**src/rtl/pdt_pkg.sv**
```systemverilog
package pdt_pkg;
  localparam int ADDR_W = 2;

  localparam logic [ADDR_W-1:0] ADDR_CTRL   = 2'd0;
  localparam logic [ADDR_W-1:0] ADDR_SCALE  = 2'd1;
  localparam logic [ADDR_W-1:0] ADDR_PERIOD = 2'd2;
  localparam logic [ADDR_W-1:0] ADDR_COUNT  = 2'd3;

  localparam int BIT_PWR  = 0;
  localparam int BIT_EN   = 1;
  localparam int BIT_AUTO = 2;
  localparam int BIT_STAT = 3;
  localparam int CTL_W    = BIT_STAT + 1;

  // Strobes from control to the count datapath
  typedef struct packed {
    logic cntWrite;
    logic reload;
    logic decrement;
  } pdtStrobes_t;
endpackage

```
**src/rtl/pdt_ctrl.sv**
```systemverilog
module pdt_ctrl
  import pdt_pkg::*;
#(
  parameter int SCALE_W = 8
) (
  input  logic               clk,
  input  logic               rstN,
  input  logic               wrEn,
  input  logic [ADDR_W-1:0]  regAddr,
  input  logic [CTL_W-1:0]   ctlData,
  input  logic [SCALE_W-1:0] scaleData,
  input  logic               cntZero,
  output pdtStrobes_t        strobes,
  output logic               pwrOn,
  output logic               enOn,
  output logic               autoOn,
  output logic               statusOn,
  output logic [SCALE_W-1:0] scaleVal,
  output logic               irq
);
  logic [SCALE_W-1:0] psCnt;
  logic ctlWr, scaleWr, cntWr, running, tick, expire;

  assign ctlWr   = wrEn && (regAddr == ADDR_CTRL);
  assign scaleWr = wrEn && (regAddr == ADDR_SCALE);
  assign cntWr   = wrEn && (regAddr == ADDR_COUNT);
  assign running = pwrOn && enOn;
  assign tick    = running && (psCnt == scaleVal);
  assign expire  = tick && cntZero && !cntWr;

  always_comb begin
    strobes.cntWrite  = cntWr;
    strobes.reload    = expire && autoOn;
    strobes.decrement = tick && !cntZero && !cntWr;
  end

  // Divider phase: restarts on stop, on divide write and after each tick
  always_ff @(posedge clk or negedge rstN) begin
    if (!rstN)                           psCnt <= '0;
    else if (scaleWr || !running || tick) psCnt <= '0;
    else                                  psCnt <= psCnt + 1'b1;
  end

  always_ff @(posedge clk or negedge rstN) begin
    if (!rstN) begin
      pwrOn    <= 1'b0;
      enOn     <= 1'b0;
      autoOn   <= 1'b0;
      statusOn <= 1'b0;
      scaleVal <= '0;
      irq      <= 1'b0;
    end else begin
      irq <= expire;
      if (scaleWr) scaleVal <= scaleData;
      if (ctlWr) begin
        pwrOn  <= ctlData[BIT_PWR];
        enOn   <= ctlData[BIT_EN];
        autoOn <= ctlData[BIT_AUTO];
      end else if (expire && !autoOn) begin
        enOn <= 1'b0;
      end
      if (expire)                          statusOn <= 1'b1;
      else if (ctlWr && ctlData[BIT_STAT]) statusOn <= 1'b0;
    end
  end
endmodule

```
**src/rtl/pdt_datapath.sv**
```systemverilog
module pdt_datapath
  import pdt_pkg::*;
#(
  parameter int CNT_W = 32
) (
  input  logic              clk,
  input  logic              rstN,
  input  logic              wrEn,
  input  logic [ADDR_W-1:0] regAddr,
  input  logic [CNT_W-1:0]  cntData,
  input  pdtStrobes_t       strobes,
  output logic [CNT_W-1:0]  periodVal,
  output logic [CNT_W-1:0]  countVal,
  output logic              cntZero
);
  logic periodWr;
  assign periodWr = wrEn && (regAddr == ADDR_PERIOD);
  assign cntZero  = (countVal == '0);

  always_ff @(posedge clk or negedge rstN) begin
    if (!rstN)         periodVal <= '0;
    else if (periodWr) periodVal <= cntData;
  end

  always_ff @(posedge clk or negedge rstN) begin
    if (!rstN)                  countVal <= '0;
    else if (strobes.cntWrite)  countVal <= cntData;
    else if (strobes.reload)    countVal <= periodVal;
    else if (strobes.decrement) countVal <= countVal - 1'b1;
  end
endmodule

```
**src/rtl/prescaled_down_timer.sv**
```systemverilog
module prescaled_down_timer
  import pdt_pkg::*;
#(
  parameter int CNT_W   = 32,
  parameter int SCALE_W = 8,
  parameter int DATA_W  = 32
) (
  input  logic              clk,
  input  logic              rstN,
  input  logic              wrEn,
  input  logic [ADDR_W-1:0] regAddr,
  input  logic [DATA_W-1:0] wrData,
  output logic [DATA_W-1:0] rdData,
  output logic              irq
);
  pdtStrobes_t        strobes;
  logic               pwrOn, enOn, autoOn, statusOn, cntZero;
  logic [SCALE_W-1:0] scaleVal;
  logic [CNT_W-1:0]   periodVal, countVal;

  pdt_ctrl #(.SCALE_W(SCALE_W)) ctrl_i (
    .clk(clk), .rstN(rstN), .wrEn(wrEn), .regAddr(regAddr),
    .ctlData(wrData[CTL_W-1:0]), .scaleData(wrData[SCALE_W-1:0]),
    .cntZero(cntZero), .strobes(strobes), .pwrOn(pwrOn), .enOn(enOn),
    .autoOn(autoOn), .statusOn(statusOn), .scaleVal(scaleVal), .irq(irq)
  );

  pdt_datapath #(.CNT_W(CNT_W)) dp_i (
    .clk(clk), .rstN(rstN), .wrEn(wrEn), .regAddr(regAddr),
    .cntData(wrData[CNT_W-1:0]), .strobes(strobes),
    .periodVal(periodVal), .countVal(countVal), .cntZero(cntZero)
  );

  always_comb begin
    rdData = '0;
    unique case (regAddr)
      ADDR_CTRL: begin
        rdData[BIT_PWR]  = pwrOn;
        rdData[BIT_EN]   = enOn;
        rdData[BIT_AUTO] = autoOn;
        rdData[BIT_STAT] = statusOn;
      end
      ADDR_SCALE:  rdData = DATA_W'(scaleVal);
      ADDR_PERIOD: rdData = DATA_W'(periodVal);
      default:     rdData = DATA_W'(countVal);
    endcase
  end
endmodule

```
**config.mk**
```make
export PLATFORM = sky130hd
export DESIGN_NAME = prescaled_down_timer
export DESIGN_NICKNAME = d
export VERILOG_FILES = /design/src/rtl/pdt_pkg.sv /design/src/rtl/pdt_ctrl.sv /design/src/rtl/pdt_datapath.sv /design/src/rtl/prescaled_down_timer.sv
export SDC_FILE = /design/constraint.sdc
export NUM_CORES = 1
export LEC_CHECK = 0
export ABC_AREA = 1
export BUFFER_PORTS_ARGS = -buffer_cell sky130_fd_sc_hd__buf_2
export CAP_MARGIN = 30
export CORE_MARGIN = 5
export CORE_UTILIZATION = 55
export CTS_BUF_LIST = sky130_fd_sc_hd__clkbuf_8
export DETAILED_ROUTE_END_ITERATION = 7
export PLACE_DENSITY = 0.81
export SYNTH_ARGS = -nofsm -noshare
export SYNTH_HDL_FRONTEND = slang
export SYNTH_SLANG_ARGS = --single-unit
```
**constraint.sdc**
```tcl
create_clock -name clk -period 1.8 [get_ports clk]
set_input_delay 0.27 -clock clk [delete_from_list [all_inputs] [get_ports clk]]
set_output_delay 0.27 -clock clk [all_outputs]
set_load 0.02 [all_outputs]
```
# Word level (Yosys, flattened, before mapping)

Cells that the tools add are included.

Flip-flop bits (word level): 85
Input bits: 37
Output and inout port bits: 33

Add/sub/neg operators: 2
Eq/ne operators: 4
Multiplexer cells: 10
Reductions and logical operators: 24

Operator list:

| operator                                                              | count |
|---|---|
| 32-bit 2-to-1 mux                                                     | 3 |
| 28-bit case mux with 3 select lines                                   | 1 |
| 32-bit logical NOT                                                    | 1 |
| 32-bit by 1-bit subtractor with 32-bit output (second input constant) | 1 |
| 1-bit logical AND                                                     | 13 |
| 4-bit case mux with 3 select lines                                    | 1 |
| 8-bit by 1-bit adder with 8-bit output (second input constant)        | 1 |
| 8-bit == test                                                         | 1 |
| 8-bit 2-to-1 mux                                                      | 1 |
| 2-bit == test (second input constant)                                 | 2 |
| 1-bit logical NOT                                                     | 4 |
| 1-bit 2-to-1 mux                                                      | 4 |
| 2-bit nonzero test                                                    | 2 |
| 3-bit nonzero test                                                    | 1 |
| 2-bit by 1-bit == test with 1-bit output (second input constant)      | 1 |
| 2-bit logical NOT                                                     | 1 |
| 1-bit logical OR                                                      | 2 |

# Longest topological paths before layout

Gate-level depths: netlist of the first run.

Word-level depth: 7
Depth in mapped cells: 13

# Modules after synthesis

Synthesis of the first run repeated with hierarchy kept, for this count alone.

Cells, all modules: 856
Area, all modules: 5607.9 µm²

By module, submodules not included:

| module               | instances | cells each | area an instance (µm²) |
|---|---|---|---|
| pdt_datapath         | 1         | 587        | 3947.5 |
| pdt_ctrl             | 1         | 148        | 1126.1 |
| prescaled_down_timer | 1         | 121        | 534.3 |

# Worst setup path before layout of the first run

Ideal clock, no wire load.

Kind: register to register
Start: register dp_i.countVal[0]
End: register dp_i.countVal[26]
Setup time: 122 ps
Arrival time: 1692 ps
Data required time: 1678 ps
Slack: -14 ps
Stages on the path, launching flop included: 11
Path through: dfrtp_1 -> inv_1 -> ha_1 -> nand2_4 -> nor2_8 -> nand2_2 -> nor3_4 -> nand3_4 -> buf_6 -> o211ai_2 -> nand2_1

Cells in the longest elaborated chain, start to end: 6
Elaborated cells between the ends (all ways): 12
Classes of those cells: 1 x add/sub; 3 x mux; 8 x reduce/logical

Ends and longest elaborated chain:

| what                                                                                  | RTL line           | text |
|---|---|---|
| start, declared                                                                       | pdt_datapath.sv:13 | `output logic [CNT_W-1:0] countVal,` |
| start signal, assigned                                                                | pdt_datapath.sv:27 | `else if (strobes.cntWrite) countVal <= cntData;` |
| start signal, assigned                                                                | pdt_datapath.sv:28 | `else if (strobes.reload) countVal <= periodVal;` |
| start signal, assigned                                                                | pdt_datapath.sv:29 | `else if (strobes.decrement) countVal <= countVal - 1'b1;` |
| branches (longest 6 deep; another with 32-bit by 1-bit subtractor with 32-bit output) | -                  |  |

Several ways; the timed one is not identified. The select of a mux whose other input is x is not followed.
A chain may end at the register's enable or synchronous reset.

# Worst setup path after layout of the first run

Start: register dp_i.countVal[29]
End: register dp_i.countVal[5]

Cells in the longest elaborated chain, start to end: 6
Elaborated cells between the ends (all ways): 10
Classes of those cells: 2 x mux; 8 x reduce/logical

Ends and longest elaborated chain:

| what                            | RTL line           | text |
|---|---|---|
| 32-bit logical NOT *            | pdt_datapath.sv:18 | `assign cntZero = (countVal == '0);` |
| 1-bit logical AND (2 in series) | pdt_ctrl.sv:29     | `assign expire = tick && cntZero && !cntWr;` |
| 1-bit logical AND               | pdt_ctrl.sv:33     | `strobes.reload = expire && autoOn;` |
| 32-bit 2-to-1 mux               | pdt_datapath.sv:28 |  |
| 32-bit 2-to-1 mux               | pdt_datapath.sv:27 |  |

Every way passes the cells marked *; elsewhere a longest branch is shown, timed or not.

==> results.toml, run 1 <==
[outcome]
status = "finished with violations"
violations = "negative setup slack"

[route]
antenna_left = 0
vias_per_cell = 5.46
wl_per_cell_um = 15.8
drcViolationCount = 0
wirelength_um = 17400
vias = 6019
dr.pass1.iters = 7
drtIter0Drc = 567

[power]
p_leak_nw = 3.86
p_sw_frac = 0.390
p_sw_mw = 2.44
p_seq_frac = 0.393
p_per_area_nw_per_um2 = 866
total_power_mw = 6.26
vdd_drop_max_uv = 614
p_comb_frac = 0.378
internal_power_mw = 3.82
clkPwrFrac = 0.230

[worst_hold_path]
hold_path_class = "in -> reg"
min_from = "wrData[24]"

[yosys]
synth-edff-count = 0
syn_area_um2 = 5460
ys_seq_elements = 85
synth_cell_type_count = 34
synth-adder-area-share = 0.00458
ys.flop_type = "dfrtp_1"
synthArstFlopShare = 1.00
avgSynthCellArea_um2 = 6.80
syn_nets = 842
synth_commonest_cells = "nand2_1, inv_1, nor2_1, dfrtp_1, o21ai_0"
yosysTopAreaCell = "dfrtp_1"
synthMostInstantiatedCell = "nand2_1"
synthXorXnorAreaFrac = 0.0401
synth_top_area_frac = 0.389
muxShareOfSynthArea = 0.0103
synthTopCellsByArea = "dfrtp_1, nand2_1, inv_1"
yosysSeqAreaShare = 0.389
synthCells = 803
synth_compound_area_frac = 0.116
synth_top_family_by_area = "simple AND/OR/NAND/NOR gates"
synth-warning-count = 0
synth-simple-area-share = 0.330

[sta]
hold_violations = 0
holdWs_ns = 0.137
worst_slack_ns = -0.214
final.period_utilization = 1.12
relSlewSlack = 0.702
fin_skew_ns = 0.0107
slew_viol_final = 0
max_freq_mhz = 496
setup_viol = 33
tightest_slew_ns = 0.444
min_period_ns = 2.01
rsz0062_at_grt = "true"

[clock_network]
cts_max_level = 3
numCtsBuffers = 9
root_buffer = "clkbuf_8"
cts_tree = "built"
cts_sinks = 85
max-clock-path-buffers = 2
clock_latency_ns = 0.37
path_clk_slew_ns = 0.10

[die]
fp.dieW_um = 110
rows = 36
io_pins = 70
die_y_um = 110
coreArea_um2 = 9730
fp.dieArea_um2 = 12000
start_util = 0.561

[final_layout]
utilization = 0.743
regArea_um2 = 2130
drive_gt1_frac = 0.290
multi_input_area_um2 = 2950
fillers = 727
syn_to_final_growth_pct = 32.3
diodes = 0
nets = 1003

[placed_design]
pre_cts_slack_ns = -0.156
dp_hpwl_um = 12000
port_buffers = 69
place_congestion = 0.949

[global_routing]
grt_start_max_net_pins = 48
antenna_found_initial = 0
grt_pass1_vias = 5580
grt-ovfl-total = 0
grt_usage = 0.282
grt_pass1_wl_um = 26500

[critical_path]
cp-startpoint = "dp_i.countVal[29]"
startpoint_type = "flip-flop"
cp-end-kind = "flip-flop"
required_ns = 2.11
worstSetupPathType = "reg -> reg"
cp.arrival_ns = 2.33
path_max_fanout = 5
r2r-start = "dp_i.countVal[29]"

[flow_run]
cap_violations = 0
area by class of cell:
| cell class | instances | area share |
|---|---|---|
| Tap cell | 133 | 0.0230 |
| Sequential cell | 85 | 0.295 |
| Multi-Input combinational cell | 567 | 0.408 |
| Clock inverter | 7 | 0.0102 |
| Clock buffer | 9 | 0.0171 |
| Inverter | 124 | 0.0651 |
| Timing Repair Buffer | 177 | 0.181 |
stage by stage:
step           instance area, um^2  TNS [ns]  instances
2_1_floorplan                 5470         0        803
6_report                      7230     -4.38       1102
4_1_cts                       6870   -0.0344       1087
3_3_place_gp                  6560    -0.730       1066
5_1_grt                       7230     -7.45       1102
3_5_place_dp                  6560     -2.78       1066
power by group through the flow:
stage                     sequential, mW  combinational, mW  clock, mW
after floorplan                     2.44               1.20          0
after global placement              2.44               2.01          0
after detailed placement            2.45               2.05          0
after CTS                           2.43               2.11       1.42
after global routing                2.49               2.59       1.51
final                               2.46               2.36       1.44
cell families (layout without fill, tap and decap cells):
family / after synthesis / after routing
mux: 5 / 5
compound gates: 100 / 100
simple gates: 435 / 435
buf+inv: 151 / 317
xor+xnor: 25 / 25
fa+ha+maj: 2 / 2
flops: 85 / 85
cells in the final DEF, fill, tap and decap left out, types with 9 or more instances in the layout:
| cell | instances |
|---|---|
| nand2_1 | 243 |
| inv_1 | 116 |
| buf_4 | 93 |
| dfrtp_1 | 81 |
| nor2_1 | 79 |
| buf_2 | 68 |
| o21ai_0 | 37 |
| nand3_1 | 37 |
| xor2_1 | 24 |
| a21oi_1 | 20 |
| nor2_2 | 19 |
| nand2_2 | 19 |
| o22ai_1 | 17 |
| o211ai_2 | 9 |
| clkbuf_8 | 9 |
per-layer routing:
layer  GRT usage  up-vias  part of all wire
li1            -     2827                 -
met1       0.399     2789              0.42
met2       0.442      352              0.46
met4      0.0890        0             0.027
met5           0        -                 0
met3      0.0464       51             0.089
registers in the layout (all words and copies together) (netlist names):
name,cells
ctrl_i.scaleVal,8
ctrl_i.irq,1
ctrl_i.psCnt,8
ctrl_i.pwrOn,1
dp_i.periodVal,32
dp_i.countVal,32
ctrl_i.autoOn,1
ctrl_i.enOn,1
ctrl_i.statusOn,1
critical path, cell delays in order (launching register included):
cell       delay (ns)
dfrtp_1          0.42
nor2_2           0.15
nand2_1          0.12
nor2_1           0.15
nand3_2          0.12
nor2_4           0.12
nand2_2          0.08
a21oi_4          0.27
buf_12           0.17
clkbuf_16        0.15
nand2_1          0.06
nand2_1          0.06
inv_1            0.04
nand2_1          0.05
what timing repair did:
action | CTS | global route
pin swaps | 3 | 24
endpoints found under the setup margin | 35 | 45
resized for setup | 20 | 64
buffers inserted | 4 | 11
cloned | 0 | 4
endpoints found under the hold margin | 54 | 0
hold buffers | 1 | 0
final timing paths:
path / end / slack [ns] / depth (start not counted)
worst max-delay path: dp_i.countVal[5] / -0.21 / 13
worst min-delay path: dp_i.countVal[24] / 0.14 / 3
worst max register to register: dp_i.countVal[5] / -0.21 / 13
worst min register to register: ctrl_i.psCnt[0] / 0.49 / 1
max in group asynchronous: dp_i.countVal[31] / 0.89 / 3
min in group asynchronous: ctrl_i.psCnt[3] / 0.27 / 2
(Power assumes the default switching activity.)
==> run 2: changes to the inputs <==
--- a/config.mk
+++ b/config.mk
@@ -8,6 +8,7 @@
 export ABC_AREA = 1
 export BUFFER_PORTS_ARGS = -buffer_cell sky130_fd_sc_hd__buf_2
 export CAP_MARGIN = 30
+export CORE_ASPECT_RATIO = 2
 export CORE_MARGIN = 5
 export CORE_UTILIZATION = 55
 export CTS_BUF_LIST = sky130_fd_sc_hd__clkbuf_8
==> run 2 against run 1 <==
  * Worst setup slack better by 0.11 ns
  * Clock skew rose by 0.0014 ns
  * The run still ends with negative setup slack left
  * Cell area decreased by 0.80%
  * Sequential cell count unchanged
  * Die area grew 1.0%
  * Sequential power about the same
  * Global-route usage grew 2.2 points
  * Total power fell by 2.9%
  * Non-clock buffer count up 5
  * Maximum frequency increased by 5.9%
==> results.toml, run 2 (same netlist as run 1, synthesis figures left out) <==
[outcome]
status = "finished with violations"
violations = "negative setup slack"

[critical_path]
ff2ff_setup_slack_ns = -0.10
max_stage_delay_ns = 0.41
crit_family = "simple AND/OR/NAND/NOR gates"
required_ns = 2.05
r2r-start = "dp_i.countVal[1]"
path_max_fanout = 9
path_buf_inv = 3
cp-startpoint = "dp_i.countVal[1]"
startpoint_type = "flip-flop"
crit_path_top_delay_cell = "dfrtp_1"
r2r_cells = 11
crit_cells = 11
worstSetupPathType = "reg -> reg"
cp-end-kind = "flip-flop"
r2r_end = "dp_i.countVal[29]"
cp.arrival_ns = 2.15
endpoint = "dp_i.countVal[29]"
path_cells = "inv_2 > ha_4 > nand2_4 > nor2_8 > nand2_2 > nor3_4 > nand3_4 > buf_12 > buf_6 > o211ai_2 > nand2_1"

[die]
rows = 51
fp.dieW_um = 80.5
coreArea_um2 = 9760
die_y_um = 151
start_util = 0.560
io_pins = 70
fp.dieArea_um2 = 12100

[power]
p_leak_nw = 3.84
total_power_mw = 6.08
clkPwrFrac = 0.197
p_seq_frac = 0.405
p_sw_frac = 0.389
internal_power_mw = 3.71
p_sw_mw = 2.36
p_comb_frac = 0.398
vdd_drop_max_uv = 615
p_per_area_nw_per_um2 = 848

[clock_network]
path_clk_slew_ns = 0.08
cts_max_level = 3
root_buffer = "clkbuf_8"
numCtsBuffers = 9
cts_tree = "built"
clock_latency_ns = 0.37
cts_sinks = 85
max-clock-path-buffers = 2

[final_layout]
top_regs = "dp_i.countVal: 32 flops, dp_i.periodVal: 32 flops"
final_area_um2 = 7170
syn_to_final_growth_pct = 31.2
utilization = 0.734
fin_cells = 1105
drive_gt1_frac = 0.280
diodes = 0
final_cell_mix = "nand2_1, inv_1, buf_4"
final_common_cell = "nand2_1"
nets = 1008

[global_routing]
grt_start_max_net_pins = 34
grt_usage = 0.303
grtUsageMet2 = 0.561
grt-ovfl-total = 0
antenna_found_initial = 0
grt_busiest_layer = "met2"
grt_pass1_vias = 6194
use_met1 = 0.294
gr-usage-met3 = 0.0464
grt_pass1_wl_um = 28200

[route]
wirelength_um = 17800
antenna_left = 0
drtIter0Drc = 428
vias_per_cell = 5.38
dr.pass1.iters = 5
wl_per_cell_um = 16.1
vias = 5945
drcViolationCount = 0

[sta]
worst_slack_ns = -0.102
setup_viol = 16
tightest_slew_ns = 0.504
hold_violations = 0
final.period_utilization = 1.06
min_period_ns = 1.90
relSlewSlack = 0.664
fin_setup_tns_ns = -0.453
rsz0062_at_grt = "true"
max_freq_mhz = 526
fin_skew_ns = 0.0121
slew_viol_final = 0
holdWs_ns = 0.150

[worst_hold_path]
min_from = "wrData[29]"
hold_path_class = "in -> reg"

[placed_design]
place_area_um2 = 6680
port_buffers = 69
dp_hpwl_um = 13200
pre_cts_slack_ns = -0.137
dp.cells = 1078
place_congestion = 0.976

[flow_run]
cap_violations = 0
run 2: cell count changes in the layout (fill, tap and decap cells not counted), moves of 3 or more:
cell	change
inv_2	-3
nand2_1	+10
dfrtp_1	+4
inv_1	+6
dfrtp_2	-4
buf_4	+6
clkbuf_16	-3
nor2_1	-7
nand3_1	+3
nand2_4	-5
nand2_2	-5
nor2_4	+5
buf_6	+3
run 2: what timing repair did:
| action | 4_1_cts | 5_1_grt |
|---|---|---|
| setup buffers | 7 | 5 |
| hold endpoints to repair | 31 | 0 |
| pin swaps | 7 | 9 |
| gates resized for setup | 38 | 40 |
| hold buffers | 1 | 0 |
| endpoints found under the setup margin | 34 | 44 |
run 2: per-layer routing:
layer | vias to the layer above | wire length [um]
li1 | 2830 | -
met1 | 2754 | 6060
met2 | 256 | 9720
met3 | 105 | 767
met4 | 0 | 1260
met5 | - | 0
run 2: worst register-to-register path, cell delays in order, from the launching register on:
cell and delay [ns]:
dfrtp_1 0.41, inv_2 0.09, ha_4 0.16, nand2_4 0.07, nor2_8 0.12, nand2_2 0.07, nor3_4 0.21, nand3_4 0.11
buf_12 0.16, buf_6 0.13, o211ai_2 0.17, nand2_1 0.09
run 2: area by class of cell:
| cell class | count | area, um^2 |
|---|---|---|
| clock inverter | 5 | 21.3 |
| inverter | 124 | 470 |
| clock buffer | 10 | 138 |
| multi-input combinational | 567 | 2940 |
| sequential | 85 | 2130 |
| tap | 132 | 165 |
| timing repair buffer | 182 | 1310 |
| fill | 792 | 2590 |
run 2: how the worst min path moves through the flow:
stage                    endpoint  cells past startpoint
6_report       dp_i.periodVal[29]                      2
4_1_cts        dp_i.periodVal[29]                      2
3_5_place_dp    dp_i.periodVal[6]                      1
5_1_grt        dp_i.periodVal[29]                      2
2_1_floorplan       ctrl_i.autoOn                      0
3_3_place_gp    dp_i.periodVal[6]                      1
run 2: power by group through the flow:
stage / combinational [mW] / sequential [mW] / clock, mW
floorplan: 1.20 / 2.44 / 0
global placement: 2.15 / 2.44 / 0
detailed placement: 2.19 / 2.45 / 0
CTS: 2.29 / 2.42 / 1.21
global route: 2.66 / 2.48 / 1.28
finish: 2.42 / 2.46 / 1.20
